==> src/rtl/wgt_pkg.sv <==
`timescale 1ns/1ps
package wgt_pkg;

    typedef enum logic [2:0] {
        K_NORMAL = 3'd0,
        K_CTC    = 3'd1,
        K_FAST   = 3'd2,
        K_PHASE  = 3'd3,
        K_PFREQ  = 3'd4
    } kind_e;

    typedef enum logic [2:0] {
        T_MAX  = 3'd0,
        T_8    = 3'd1,
        T_9    = 3'd2,
        T_10   = 3'd3,
        T_CAPT = 3'd4,
        T_CMPA = 3'd5
    } topsrc_e;

    typedef struct packed {
        kind_e   kind;
        topsrc_e tsrc;
        logic    tog_a;
    } mode_t;

    typedef enum logic [1:0] {
        ACT_NONE = 2'd0,
        ACT_SET  = 2'd1,
        ACT_CLR  = 2'd2,
        ACT_TGL  = 2'd3
    } act_e;

    localparam logic [1:0] SEL_COUNT = 2'd0;
    localparam logic [1:0] SEL_CMPA  = 2'd1;
    localparam logic [1:0] SEL_CMPB  = 2'd2;
    localparam logic [1:0] SEL_CAPT  = 2'd3;

    function automatic mode_t decode_mode(input logic [3:0] m);
        mode_t r;
        r.kind  = K_NORMAL;
        r.tsrc  = T_MAX;
        r.tog_a = 1'b0;
        case (m)
            4'd1:  begin r.kind = K_PHASE; r.tsrc = T_8;    end
            4'd2:  begin r.kind = K_PHASE; r.tsrc = T_9;    end
            4'd3:  begin r.kind = K_PHASE; r.tsrc = T_10;   end
            4'd4:  begin r.kind = K_CTC;   r.tsrc = T_CMPA; end
            4'd5:  begin r.kind = K_FAST;  r.tsrc = T_8;    end
            4'd6:  begin r.kind = K_FAST;  r.tsrc = T_9;    end
            4'd7:  begin r.kind = K_FAST;  r.tsrc = T_10;   end
            4'd8:  begin r.kind = K_PFREQ; r.tsrc = T_CAPT; end
            4'd9:  begin r.kind = K_PFREQ; r.tsrc = T_CMPA; r.tog_a = 1'b1; end
            4'd10: begin r.kind = K_PHASE; r.tsrc = T_CAPT; end
            4'd11: begin r.kind = K_PHASE; r.tsrc = T_CMPA; r.tog_a = 1'b1; end
            4'd12: begin r.kind = K_CTC;   r.tsrc = T_CAPT; end
            4'd14: begin r.kind = K_FAST;  r.tsrc = T_CAPT; r.tog_a = 1'b1; end
            4'd15: begin r.kind = K_FAST;  r.tsrc = T_CMPA; r.tog_a = 1'b1; end
            default: ;
        endcase
        return r;
    endfunction

    function automatic logic is_dual(input kind_e k);
        return (k == K_PHASE) || (k == K_PFREQ);
    endfunction

    function automatic logic is_pwm(input kind_e k);
        return (k == K_FAST) || (k == K_PHASE) || (k == K_PFREQ);
    endfunction

    // Pin action for a compare hit; step_up is the direction of this tick's step.
    function automatic act_e hit_action(input kind_e k, input logic [1:0] om,
                                        input logic cmp_is_top, input logic step_up);
        act_e r;
        r = ACT_NONE;
        if (om == 2'b01) begin
            r = ACT_TGL;
        end else if (om[1]) begin
            case (k)
                K_NORMAL, K_CTC: r = om[0] ? ACT_SET : ACT_CLR;
                K_FAST:          r = cmp_is_top ? ACT_NONE : (om[0] ? ACT_SET : ACT_CLR);
                default:         r = (step_up ^ om[0]) ? ACT_CLR : ACT_SET;
            endcase
        end
        return r;
    endfunction

    // Pin action on the single-slope wrap to BOTTOM.
    function automatic act_e bottom_action(input kind_e k, input logic [1:0] om);
        act_e r;
        r = ACT_NONE;
        if (k == K_FAST && om[1]) r = om[0] ? ACT_CLR : ACT_SET;
        return r;
    endfunction

    function automatic logic apply_act(input logic cur, input act_e a);
        logic r;
        case (a)
            ACT_SET: r = 1'b1;
            ACT_CLR: r = 1'b0;
            ACT_TGL: r = ~cur;
            default: r = cur;
        endcase
        return r;
    endfunction

endpackage

==> src/rtl/wgt_counter.sv <==
`timescale 1ns/1ps
module wgt_counter #(
    parameter int W = 16
) (
    input  logic         clk,
    input  logic         rst,
    input  logic         tick_ev,
    input  logic         cnt_wr,
    input  logic [W-1:0] wr_data,
    input  logic         dual,
    input  logic [W-1:0] top,
    output logic [W-1:0] cnt,
    output logic         step_up,
    output logic         wrap_ev,
    output logic         turn_top_ev,
    output logic         turn_bot_ev
);
    localparam logic [W-1:0] ONE  = W'(1);
    localparam logic [W-1:0] ZERO = '0;

    logic         up_q;
    logic [W-1:0] nxt;
    logic         nxt_up;
    logic         wrap_c, ttop_c, tbot_c;

    always_comb begin
        nxt    = cnt;
        nxt_up = up_q;
        wrap_c = 1'b0;
        ttop_c = 1'b0;
        tbot_c = 1'b0;
        if (dual) begin
            if (up_q) begin
                if (cnt >= top) begin
                    ttop_c = 1'b1;
                    nxt_up = 1'b0;
                    nxt    = (cnt == ZERO) ? ZERO : cnt - ONE;
                end else begin
                    nxt = cnt + ONE;
                end
            end else begin
                if (cnt == ZERO) begin
                    tbot_c = 1'b1;
                    nxt_up = 1'b1;
                    nxt    = (top == ZERO) ? ZERO : ONE;
                end else begin
                    nxt = cnt - ONE;
                end
            end
        end else begin
            nxt_up = 1'b1;
            if (cnt == top) begin
                wrap_c = 1'b1;
                nxt    = ZERO;
            end else begin
                nxt = cnt + ONE;
            end
        end
    end

    assign step_up     = nxt_up;
    assign wrap_ev     = tick_ev & wrap_c;
    assign turn_top_ev = tick_ev & ttop_c;
    assign turn_bot_ev = tick_ev & tbot_c;

    always_ff @(posedge clk) begin
        if (rst) begin
            cnt  <= '0;
            up_q <= 1'b1;
        end else if (cnt_wr) begin
            cnt <= wr_data;
        end else if (tick_ev) begin
            cnt  <= nxt;
            up_q <= nxt_up;
        end
    end

    // no tick and no write leaves the count alone
    a_r2_hold_idle: assert property (@(posedge clk) disable iff (rst)
        (!tick_ev && !cnt_wr) |=> (cnt == $past(cnt)));

    // single-slope tick at TOP lands on BOTTOM
    a_r3_wrap_zero: assert property (@(posedge clk) disable iff (rst)
        (tick_ev && !dual && cnt == top) |=> (cnt == '0));

    // dual-slope bottom turn climbs to one
    a_r4_bottom_turn: assert property (@(posedge clk) disable iff (rst)
        (tick_ev && dual && !up_q && cnt == '0 && top != '0) |=> (cnt == ONE && up_q));

endmodule

==> src/rtl/wgt_regs.sv <==
`timescale 1ns/1ps
module wgt_regs
    import wgt_pkg::*;
#(
    parameter int W = 16
) (
    input  logic          clk,
    input  logic          rst,
    input  logic          wr_en,
    input  logic [1:0]    wr_sel,
    input  logic [W-1:0]  wr_data,
    input  kind_e         kind,
    input  topsrc_e       tsrc,
    input  logic          load_ev,
    output logic [W-1:0]  act_a,
    output logic [W-1:0]  act_b,
    output logic [W-1:0]  top
);
    localparam logic [W-1:0] TOP_MAX = '1;
    localparam logic [W-1:0] TOP_8   = W'((1 << 8) - 1);
    localparam logic [W-1:0] TOP_9   = W'((1 << 9) - 1);
    localparam logic [W-1:0] TOP_10  = W'((1 << 10) - 1);

    logic [W-1:0] buf_a, buf_b, capt;
    logic         pwm;

    assign pwm = is_pwm(kind);

    always_comb begin
        case (tsrc)
            T_8:     top = TOP_8;
            T_9:     top = TOP_9;
            T_10:    top = TOP_10;
            T_CAPT:  top = capt;
            T_CMPA:  top = act_a;
            default: top = TOP_MAX;
        endcase
    end

    always_ff @(posedge clk) begin
        if (rst) begin
            buf_a <= '0;
            buf_b <= '0;
            act_a <= '0;
            act_b <= '0;
            capt  <= '0;
        end else begin
            if (wr_en && wr_sel == SEL_CMPA) buf_a <= wr_data;
            if (wr_en && wr_sel == SEL_CMPB) buf_b <= wr_data;
            if (wr_en && wr_sel == SEL_CAPT) capt  <= wr_data;
            if (!pwm) begin
                if (wr_en && wr_sel == SEL_CMPA) act_a <= wr_data;
                if (wr_en && wr_sel == SEL_CMPB) act_b <= wr_data;
            end else if (load_ev) begin
                act_a <= buf_a;
                act_b <= buf_b;
            end
        end
    end

    // in PWM families the active value moves only at a load point
    a_r11_hold_between_loads: assert property (@(posedge clk) disable iff (rst)
        (pwm && !load_ev) |=> (act_a == $past(act_a) && act_b == $past(act_b)));

endmodule

==> src/rtl/wgt_chan.sv <==
`timescale 1ns/1ps
module wgt_chan
    import wgt_pkg::*;
#(
    parameter int W    = 16,
    parameter bit IS_A = 1'b1
) (
    input  logic         clk,
    input  logic         rst,
    input  kind_e        kind,
    input  logic         tog_a,
    input  logic [1:0]   om,
    input  logic         tick_ev,
    input  logic         wrap_ev,
    input  logic         step_up,
    input  logic [W-1:0] cnt,
    input  logic [W-1:0] cmp,
    input  logic [W-1:0] top,
    output logic         pin,
    output logic         oe,
    output logic         match
);
    logic tog_ok, linked, hit, cmp_is_top;
    act_e a_hit, a_bot, a_fin;

    assign tog_ok     = (kind == K_NORMAL) || (kind == K_CTC) || (IS_A && tog_a);
    assign linked     = (om != 2'b00) && ((om != 2'b01) || tog_ok);
    assign hit        = tick_ev && (cnt == cmp);
    assign cmp_is_top = (cmp == top);

    always_comb begin
        a_hit = hit ? hit_action(kind, om, cmp_is_top, step_up) : ACT_NONE;
        a_bot = wrap_ev ? bottom_action(kind, om) : ACT_NONE;
        a_fin = (a_bot != ACT_NONE) ? a_bot : a_hit;
    end

    always_ff @(posedge clk) begin
        if (rst) begin
            pin   <= 1'b0;
            oe    <= 1'b0;
            match <= 1'b0;
        end else begin
            oe    <= linked;
            match <= hit;
            if (linked) pin <= apply_act(pin, a_fin);
        end
    end

    // disconnected channel keeps its level
    a_r5_hold_when_off: assert property (@(posedge clk) disable iff (rst)
        (om == 2'b00) |=> (pin == $past(pin) && !oe));

    // compare at TOP in fast PWM yields the wrap action only
    a_r8_top_rule: assert property (@(posedge clk) disable iff (rst)
        (tick_ev && kind == K_FAST && cmp == top && cnt == top && om[1])
        |=> (pin == !$past(om[0])));

    generate
        if (!IS_A) begin : g_b_rule
            // channel B never toggles in PWM families
            a_r9_b_no_toggle: assert property (@(posedge clk) disable iff (rst)
                (om == 2'b01 && kind != K_NORMAL && kind != K_CTC) |=> !oe);
        end
    endgenerate

endmodule

==> src/rtl/wavegen_timer.sv <==
`timescale 1ns/1ps
module wavegen_timer
    import wgt_pkg::*;
#(
    parameter int W = 16
) (
    input  logic         clk,
    input  logic         rst,
    input  logic         tick,
    input  logic         wr_en,
    input  logic [1:0]   wr_sel,
    input  logic [W-1:0] wr_data,
    input  logic [1:0]   wave_lo,
    input  logic [1:0]   wave_hi,
    input  logic [1:0]   outmode_a,
    input  logic [1:0]   outmode_b,
    output logic         pin_a,
    output logic         pin_b,
    output logic         pin_a_oe,
    output logic         pin_b_oe,
    output logic         ovf_pulse,
    output logic         match_a,
    output logic         match_b
);
    localparam int NCH = 2;

    mode_t        md;
    logic         cnt_wr, tick_ev, dual, load_ev;
    logic [W-1:0] cnt, top, act_a, act_b;
    logic         step_up, wrap_ev, turn_top_ev, turn_bot_ev;
    logic         ovf_q;

    logic [1:0]   om_arr  [NCH];
    logic [W-1:0] cmp_arr [NCH];
    logic         pin_arr [NCH];
    logic         oe_arr  [NCH];
    logic         mt_arr  [NCH];

    assign md      = decode_mode({wave_hi, wave_lo});
    assign cnt_wr  = wr_en && (wr_sel == SEL_COUNT);
    assign tick_ev = tick && !cnt_wr;
    assign dual    = is_dual(md.kind);

    always_comb begin
        case (md.kind)
            K_FAST:  load_ev = wrap_ev;
            K_PHASE: load_ev = turn_top_ev;
            K_PFREQ: load_ev = turn_bot_ev;
            default: load_ev = 1'b0;
        endcase
    end

    wgt_regs #(.W(W)) i_regs (
        .clk(clk), .rst(rst), .wr_en(wr_en), .wr_sel(wr_sel), .wr_data(wr_data),
        .kind(md.kind), .tsrc(md.tsrc), .load_ev(load_ev),
        .act_a(act_a), .act_b(act_b), .top(top)
    );

    wgt_counter #(.W(W)) i_cnt (
        .clk(clk), .rst(rst), .tick_ev(tick_ev), .cnt_wr(cnt_wr), .wr_data(wr_data),
        .dual(dual), .top(top), .cnt(cnt), .step_up(step_up), .wrap_ev(wrap_ev),
        .turn_top_ev(turn_top_ev), .turn_bot_ev(turn_bot_ev)
    );

    assign om_arr[0]  = outmode_a;
    assign om_arr[1]  = outmode_b;
    assign cmp_arr[0] = act_a;
    assign cmp_arr[1] = act_b;

    generate
        for (genvar g = 0; g < NCH; g++) begin : g_ch
            wgt_chan #(.W(W), .IS_A(g == 0)) i_ch (
                .clk(clk), .rst(rst), .kind(md.kind), .tog_a(md.tog_a), .om(om_arr[g]),
                .tick_ev(tick_ev), .wrap_ev(wrap_ev), .step_up(step_up),
                .cnt(cnt), .cmp(cmp_arr[g]), .top(top),
                .pin(pin_arr[g]), .oe(oe_arr[g]), .match(mt_arr[g])
            );
        end
    endgenerate

    always_ff @(posedge clk) begin
        if (rst) ovf_q <= 1'b0;
        else     ovf_q <= (wrap_ev && (md.kind == K_NORMAL || md.kind == K_FAST)) || turn_bot_ev;
    end

    assign pin_a     = pin_arr[0];
    assign pin_b     = pin_arr[1];
    assign pin_a_oe  = oe_arr[0];
    assign pin_b_oe  = oe_arr[1];
    assign match_a   = mt_arr[0];
    assign match_b   = mt_arr[1];
    assign ovf_pulse = ovf_q;

    // an overflow pulse always follows an enabled tick
    a_r12_ovf_after_tick: assert property (@(posedge clk) disable iff (rst)
        ovf_pulse |-> $past(tick));

endmodule

==> config.mk <==
export PLATFORM = sky130hd
export DESIGN_NAME = wavegen_timer
export DESIGN_NICKNAME = d
export VERILOG_FILES = /design/src/rtl/wgt_pkg.sv /design/src/rtl/wgt_counter.sv /design/src/rtl/wgt_regs.sv /design/src/rtl/wgt_chan.sv /design/src/rtl/wavegen_timer.sv
export SDC_FILE = /design/constraint.sdc
export NUM_CORES = 1
export LEC_CHECK = 0
export ABC_AREA = 1
export BUFFER_PORTS_ARGS = -buffer_cell sky130_fd_sc_hd__buf_2
export CAP_MARGIN = 5
export CORE_MARGIN = 2
export CORE_UTILIZATION = 48
export DETAILED_ROUTE_END_ITERATION = 12
export GPL_ROUTABILITY_DRIVEN = 0
export HOLD_SLACK_MARGIN = 0.06
export REMOVE_ABC_BUFFERS = 1
export SLEW_MARGIN = 25
export SYNTH_ARGS = -nofsm -noshare
export SYNTH_HDL_FRONTEND = slang
export SYNTH_SLANG_ARGS = --single-unit
==> constraint.sdc <==
create_clock -name clk -period 4.2 [get_ports clk]
set_input_delay 0.63 -clock clk [delete_from_list [all_inputs] [get_ports clk]]
set_output_delay 0.63 -clock clk [all_outputs]
set_load 0.005 [all_outputs]
==> results of run 1 <==
how the worst min path moves through the flow:
| stage | start | end | slack [ps] | depth (start not counted) |
|---|---|---|---|---|
| after detailed placement | i_regs.buf_a[10] | i_regs.buf_a[10] | 440 | 2 |
| after global placement | i_regs.buf_b[9] | i_regs.buf_b[9] | 430 | 2 |
| after CTS | i_regs.buf_a[10] | i_regs.buf_a[10] | 450 | 2 |
| after global routing | i_regs.buf_b[3] | i_regs.buf_b[3] | 460 | 2 |
| after floorplan | i_regs.buf_a[10] | i_regs.buf_a[10] | 430 | 2 |
| final | i_regs.buf_b[11] | i_regs.buf_b[11] | 450 | 2 |
layer usage:
| metal | up-vias | global-route usage, % | wire length (um) |
|---|---|---|---|
| met5 | - | 0 | 0 |
| met4 | 0 | 10.0 | 712 |
| met3 | 48 | 6.66 | 2030 |
| met2 | 304 | 46.0 | 10400 |
| met1 | 3466 | 43.7 | 11100 |
| li1 | 3773 | - | - |
flip-flops by register name, indices dropped and copies added, names as in the netlist:
register / cells
g_ch.i_ch.match: 2
i_cnt.cnt: 16
g_ch.i_ch.pin: 2
i_cnt.up_q: 1
g_ch.i_ch.oe: 2
i_regs.capt: 16
i_regs.buf_a: 16
i_regs.act_b: 16
ovf_pulse: 1
i_regs.buf_b: 16
i_regs.act_a: 16
cell type report:
type	count	area share, %
clock inverter	6	0.767
timing repair buffer	68	5.37
sequential	104	26.6
clock buffer	10	3.05
inverter	151	7.26
tap	184	2.94
multi-input combinational	819	54.0
worst reg2reg max path: stages, from the launching register on:
cell and delay, ps:
dfxtp_1 450, inv_1 170, nand2_1 100, nand2_1 60, nand2_1 120, inv_1 70, ha_1 280, nand2_1 90
nor2_1 80, nand2_1 70, nor2_1 50, or2_1 200, nor2_1 150, nand2_1 90, a21oi_2 140, nand2_2 80
a21oi_2 570, buf_4 330, o21ai_0 120, a21oi_1 150
stage by stage:
step	area, um^2	setup slack (ps)	hold WS [ps]	total power, uW	std cells
5_1_grt	7830	72.6	461	3060	1342
2_1_floorplan	6870	778	427	1730	1074
6_report	7830	362	448	2910	1342
3_5_place_dp	7530	26.9	440	2040	1326
3_3_place_gp	7530	203	435	2040	1326
4_1_cts	7830	407	452	2910	1342
logic make-up (layout without fill, tap and decap cells):
group           count (synthesis)  count (layout)  share of synthesized area [%]
compound gates                267             267                           19.9
flops                         104             104                           29.0
buf+inv                       206             235                           12.2
fa+ha+maj                      18              18                           3.14
simple gates                  498             498                           31.3
xor+xnor                       36              36                           4.39
power by group:
part	leakage [uW]	internal, uW	switching [uW]	total [uW]
combinational	0.00248	311	607	918
sequential	0.000849	1050	70.8	1120
clock	0.000140	433	436	869
total	0.00347	1800	1110	2910
layout by cell type (no fill, tap or decap), types with 3 or more instances in the layout:
cell type	n
nand2_1	270
nand2_4	3
nor2_2	7
xnor2_1	3
a21oi_2	7
nor3_1	17
xor2_1	33
a32o_1	3
inv_2	8
buf_4	32
nand3_2	10
o21ai_0	128
dfxtp_1	104
a31oi_1	17
nor3_2	4
o211ai_1	5
nand2_2	4
buf_2	36
nor2_1	75
a21oi_1	96
nor4_1	11
nand3_1	57
nand4_1	32
inv_1	142
o21ai_1	3
ha_1	18
clkbuf_16	9
==> metrics.md, run 1 <==
| Metric | Value |
|---|---|
| Fmax | 261 MHz |
| FF-to-FF path depth | 19 |
| Total wire length | 24.3 mm |
| Layout cell share with drive strength beyond 1 | 11.3% |
| Drc violations | 0 |
| Fin crit period | 3840 ps |
| RSZ-0062 raised after global routing | no |
| FF-to-FF setup slack | 770 ps |
| # nets final | 1201 |
| # diodes | 0 |
| IO Count | 37 |
| Slowest stage delay, CP | 570 ps |
| Row cnt | 44 |
| CP Data Arrival Time | 4130 ps |
| TritonRoute pass-1 iters | 5 |
| # resized after CTS | 0 |
| Worst setup startpoint | wave_lo[0] |
| Skew-Pair Late Insertion Delay | 360 ps |
| Starting Density | 49.2% |
| H-tree levels | 3 |
| Area delta synth->final | 8.95% |
| CP max-delay cell | a21oi_2 |
| Worst-margin pin slew | 881 ps |
| Outcome | complete, no violations |
| Multi-input gate area | 0.00423 mm^2 |
| Cell Pwr Density | 372 mW/mm^2 |
| Reg clk slew, reported paths | 70 ps |
| Worst path cell trace | buf_2 > nor2_1 > nor2_1 > nor2_2 > inv_2 > nand3_1 > inv_1 > ha_1 > nand2_1 > nor2_1 > nand2_1 > nor2_1 > or2_1 > nor2_1 > nand2_1 > a21oi_2 > nand2_2 > a21oi_2 > buf_4 > o21ai_0 > a21oi_1 |
| Mapped Area | 0.00718 mm^2 |
| Final TNS setup | 0 ps |
| Critical path buffer and inverter count | 4 |
| Initial antenna violation count | 0 |
| CORE AREA | 0.0146 mm^2 |
| Number of buffers created by CTS | 9 |
| First-pass GRT wire length | 38.1 mm |
| GRT Overall Usage | 30.6% |
| WP data required | 4490 ps |
| Top-area cell type share of the netlist area | 29.0% |
| Critical R2R Capture | i_regs.act_b[5] |
| Post-synth ARST share | 0% |
| IO Port Bufs | 36 |
| HP Class | register to register |
| Setup CP Type | input pin to register |
| Peak VDD IR | 0.297 mV |
| Gr ovfl total | 0 |
| Distinct cells, synth | 44 |
| Setup crit end | i_regs.act_b[5] |
| Final Hold Fails | 0 |
| Vias | 7591 |
| CTS sink cnt | 104 |
| Ys Warns | 0 |
| Leading area contributor after synthesis | dfxtp_1 |
| Register Area | 0.00208 mm^2 |
| Crit path max fanout | 18 |
| Crit path launch type | input pin |
| Post-Synthesis Cells | 1129 |
| Largest net degree at the start of global routing | 48 |
| Stages on the worst setup path | 21 |
| Max clock buf depth | 2 |
| Detailed placement HPWL | 19.0 mm |
| Vias per std cell | 5.66 |
| Most common cell in the synthesized netlist | nand2_1 |
| Largest delay share family, worst path | simple AND/OR/NAND/NOR gates |
| CTS tree | yes |
| Crit path capture type | register |
| Routed WL per cell | 18.1 um |
| #FFs+latches synth | 104 |
| DRT antenna net count | 0 |
| Full die area | 0.0160 mm^2 |
| Post-synth top flop | dfxtp_1 |
| Violation count after the first detailed-routing iteration | 668 |
| Chip height | 126 um |
| LEAKAGE | 0.00347 uW |
| Clock root cell | clkbuf_16 |
| Number of max-cap violations | 0 |
| Final Util | 53.6% |
| Crit path top cell by count | nor2_1 |
| Fillers | 1529 |
| EDFF count, synth | 0 |
| Hold_buf cts | 0 |
| Largest cells by area after synthesis | dfxtp_1 29%, nand2_1 14%, o21ai_0 8.9%, inv_1 7.4%, a21oi_1 6.7% |
| Number of global-route vias before repair | 6946 |
| Max-slew violation count | 0 |
| R2r startpoint | i_regs.act_a[7] |
| Die X-Extent | 126 um |
| Register area share after synthesis | 29.0% |
| Post-synth top cells | 270 x nand2_1, 142 x inv_1, 128 x o21ai_0, 104 x dfxtp_1, 96 x a21oi_1 |
| Average size of a mapped cell | 6.36 um^2 |
| Final worst path period share | 91.4% |
| Post-CTS setup buffer count | 0 |
| Finish-stage setup viols | 0 |
| Post-Route Skew | 8.14 ps |
| Relative slew slack | 41.2% |
No activity file was read; power rests on OpenSTA's default activity.
==> run 2: changes to the inputs <==
Settings changed: CORE_MARGIN 2 to 5.
==> metrics.md, run 2 (synthesis gave the netlist of run 1 again) <==
| Metric | Value |
|---|---|
| Post-Route Skew | 6.41 ps (-1.73 ps) |
| Die X-Extent | 132 um (+4.7%) |
| Drc violations | 0 (unchanged) |
| Number of max-cap violations | 0 (unchanged) |
| Fin crit period | 3520 ps (-319 ps) |
| Critical path buffer and inverter count | 4 (unchanged) |
| Finish-stage setup viols | 0 (unchanged) |
| # diodes | 0 (unchanged) |
| Most frequent cells in the layout | 270 x nand2_1, 142 x inv_1, 128 x o21ai_0 |
| TritonRoute pass-1 iters | 5 (unchanged) |
| Hold_buf cts | 0 (unchanged) |
| Vias | 7584 (-0.092%) |
| Largest net degree at the start of global routing | 47 (-2.1%) |
| Fmax | 284 MHz (+9.1%) |
| Commonest non-fill, non-tap cell in the layout | nand2_1 |
| Area delta synth->final | 7.72% |
| Skew-Pair Late Insertion Delay | 360 ps (about the same) |
| IO Port Bufs | 36 (unchanged) |
| Total wire length | 24.3 mm (+0.14%) |
| DRT antenna net count | 0 (unchanged) |
| GRT Overall Usage | 27.0% (-3.6 points) |
| Number of buffers created by CTS | 9 (unchanged) |
| FF-to-FF path depth | 19 (unchanged) |
| First-pass GRT wire length | 37.9 mm (-0.36%) |
| Chip height | 132 um (+4.7%) |
| Worst Hold Slack | 449 ps (+0.742 ps) |
| Gr ovfl total | 0 (unchanged) |
| Final Util | 53.0% (-0.61 points) |
| Final Hold Fails | 0 (unchanged) |
| Hold Path Depth | 2 (unchanged) |
| CORE AREA | 0.0146 mm^2 (unchanged) |
| Worst path cell trace | buf_2 > nor2_1 > nor2_1 > nor2_2 > inv_2 > nand3_1 > inv_1 > ha_1 > nand2_1 > nor2_1 > nand2_1 > nor2_1 > or2_1 > nor2_1 > nand3_1 > nand2_1 > nor2_2 > inv_1 > o32ai_1 > nand2_1 > a31oi_1 |
| HP Class | register to register |
| Layout cell share with drive strength beyond 1 | 10.1% (-1.2 points) |
| Starting Density | 49.2% (unchanged) |
| Post-CTS setup buffer count | 0 (unchanged) |
| Final worst path period share | 83.8% (-7.6 points) |
| Crit path max fanout | 13 (-5) |
| LEAKAGE | 0.00341 uW (-1.7%) |
| Max-slew violation count | 0 (unchanged) |
| Finished layout cell area | 0.00774 mm^2 (-1.1%) |
| Stages on the worst setup path | 21 (unchanged) |
| Peak VDD IR | 0.265 mV (-11%) |
| Reg clk slew, reported paths | 80 ps (about the same) |
| Cell Pwr Density | 379 mW/mm^2 (+2.1%) |
| Worst-margin pin slew | 870 ps (-11.2 ps) |
| Crit path capture type | register |
| Detailed placement HPWL | 19.0 mm (-0.14%) |
| Slowest stage delay, CP | 330 ps (-240 ps) |
| Violation count after the first detailed-routing iteration | 723 (+8.2%) |
| # resized after CTS | 0 (unchanged) |
| Post-DP Area | 0.00742 mm^2 (-1.4%) |
| Final TNS setup | 0 ps (unchanged) |
| Largest delay share family, worst path | simple AND/OR/NAND/NOR gates |
| WP data required | 4490 ps (about the same) |
| Vias per std cell | 5.72 (+1.1%) |
| Number of global-route vias before repair | 6765 (-2.6%) |
| Initial antenna violation count | 0 (unchanged) |
| Relative slew slack | 41.9% (+0.75 points) |
| Full die area | 0.0175 mm^2 (+9.7%) |
| Crit path launch type | input pin |
| RSZ-0062 raised after global routing | no |
| Fillers | 1536 (+0.46%) |
| Crit path top cell by count | nor2_1 |
| Max clock buf depth | 2 (unchanged) |
| Clock root cell | clkbuf_16 |
| Routed WL per cell | 18.3 um (+1.3%) |
| Setup CP Type | input pin to register |
| CP max-delay cell | nor2_2 |
| CTS tree | yes |
| # nets final | 1185 (-1.3%) |
| CTS sink cnt | 104 (unchanged) |
| CP Data Arrival Time | 3810 ps (-320 ps) |
| H-tree levels | 3 (unchanged) |
| Outcome | complete, no violations |
| Row cnt | 44 (unchanged) |
| IO Count | 37 (unchanged) |
[run 2: worst paths after layout]
path / from / endpoint / slack, ps
setup / recovery: wave_lo[0] / i_cnt.cnt[8] / 680
hold / removal: i_regs.buf_b[3] / i_regs.buf_b[3] / 450
setup reg to reg: i_regs.act_a[7] / i_cnt.cnt[8] / 990
hold reg to reg: i_regs.buf_b[3] / i_regs.buf_b[3] / 450
[run 2: final cells by class]
cell class,count,area (um^2),area share (%)
Sequential cell,104,2080,26.9
Inverter,151,568,7.34
Clock inverter,7,92.6,1.20
Clock buffer,9,225,2.91
Tap cell,184,230,2.98
Multi-Input combinational cell,819,4230,54.6
Timing Repair Buffer,52,313,4.04
[run 2: per-layer routing]
| metal | vias to the layer above | wire [um] | global-route usage, % |
|---|---|---|---|
| li1 | 3742 | - | - |
| met1 | 3516 | 11200 | 39.0 |
| met2 | 285 | 10500 | 40.5 |
| met3 | 41 | 1930 | 5.80 |
| met4 | 0 | 678 | 7.64 |
| met5 | - | 0 | 0 |
[run 2: worst register-to-register path, stage by stage (launching register included)]
cell and delay (ps):
dfxtp_1 430, inv_1 150, nand2_1 90, nand2_1 70
nand2_1 150, inv_1 60, ha_1 280, nand2_1 70
nor2_1 240, nand2_1 90, nor2_1 140, or2_1 120
nor2_1 40, nand3_1 170, nand2_1 190, nor2_2 330
inv_1 140, o32ai_1 160, nand2_1 80, a31oi_1 120
[run 2: per-stage QoR]
step | setup slack, ps | std cells | total power [uW]
final | 681 | 1326 | 2940
after global routing | 374 | 1326 | 3090
after CTS | 747 | 1326 | 2930
after detailed placement | 371 | 1310 | 2020
after global placement | 411 | 1310 | 2020
after floorplan | 778 | 1074 | 1730
[run 2: power by group]
| group | switching [uW] | internal [uW] |
|---|---|---|
| sequential | 89.8 | 1050 |
| combinational | 580 | 294 |
| clock | 440 | 480 |
| total | 1110 | 1830 |
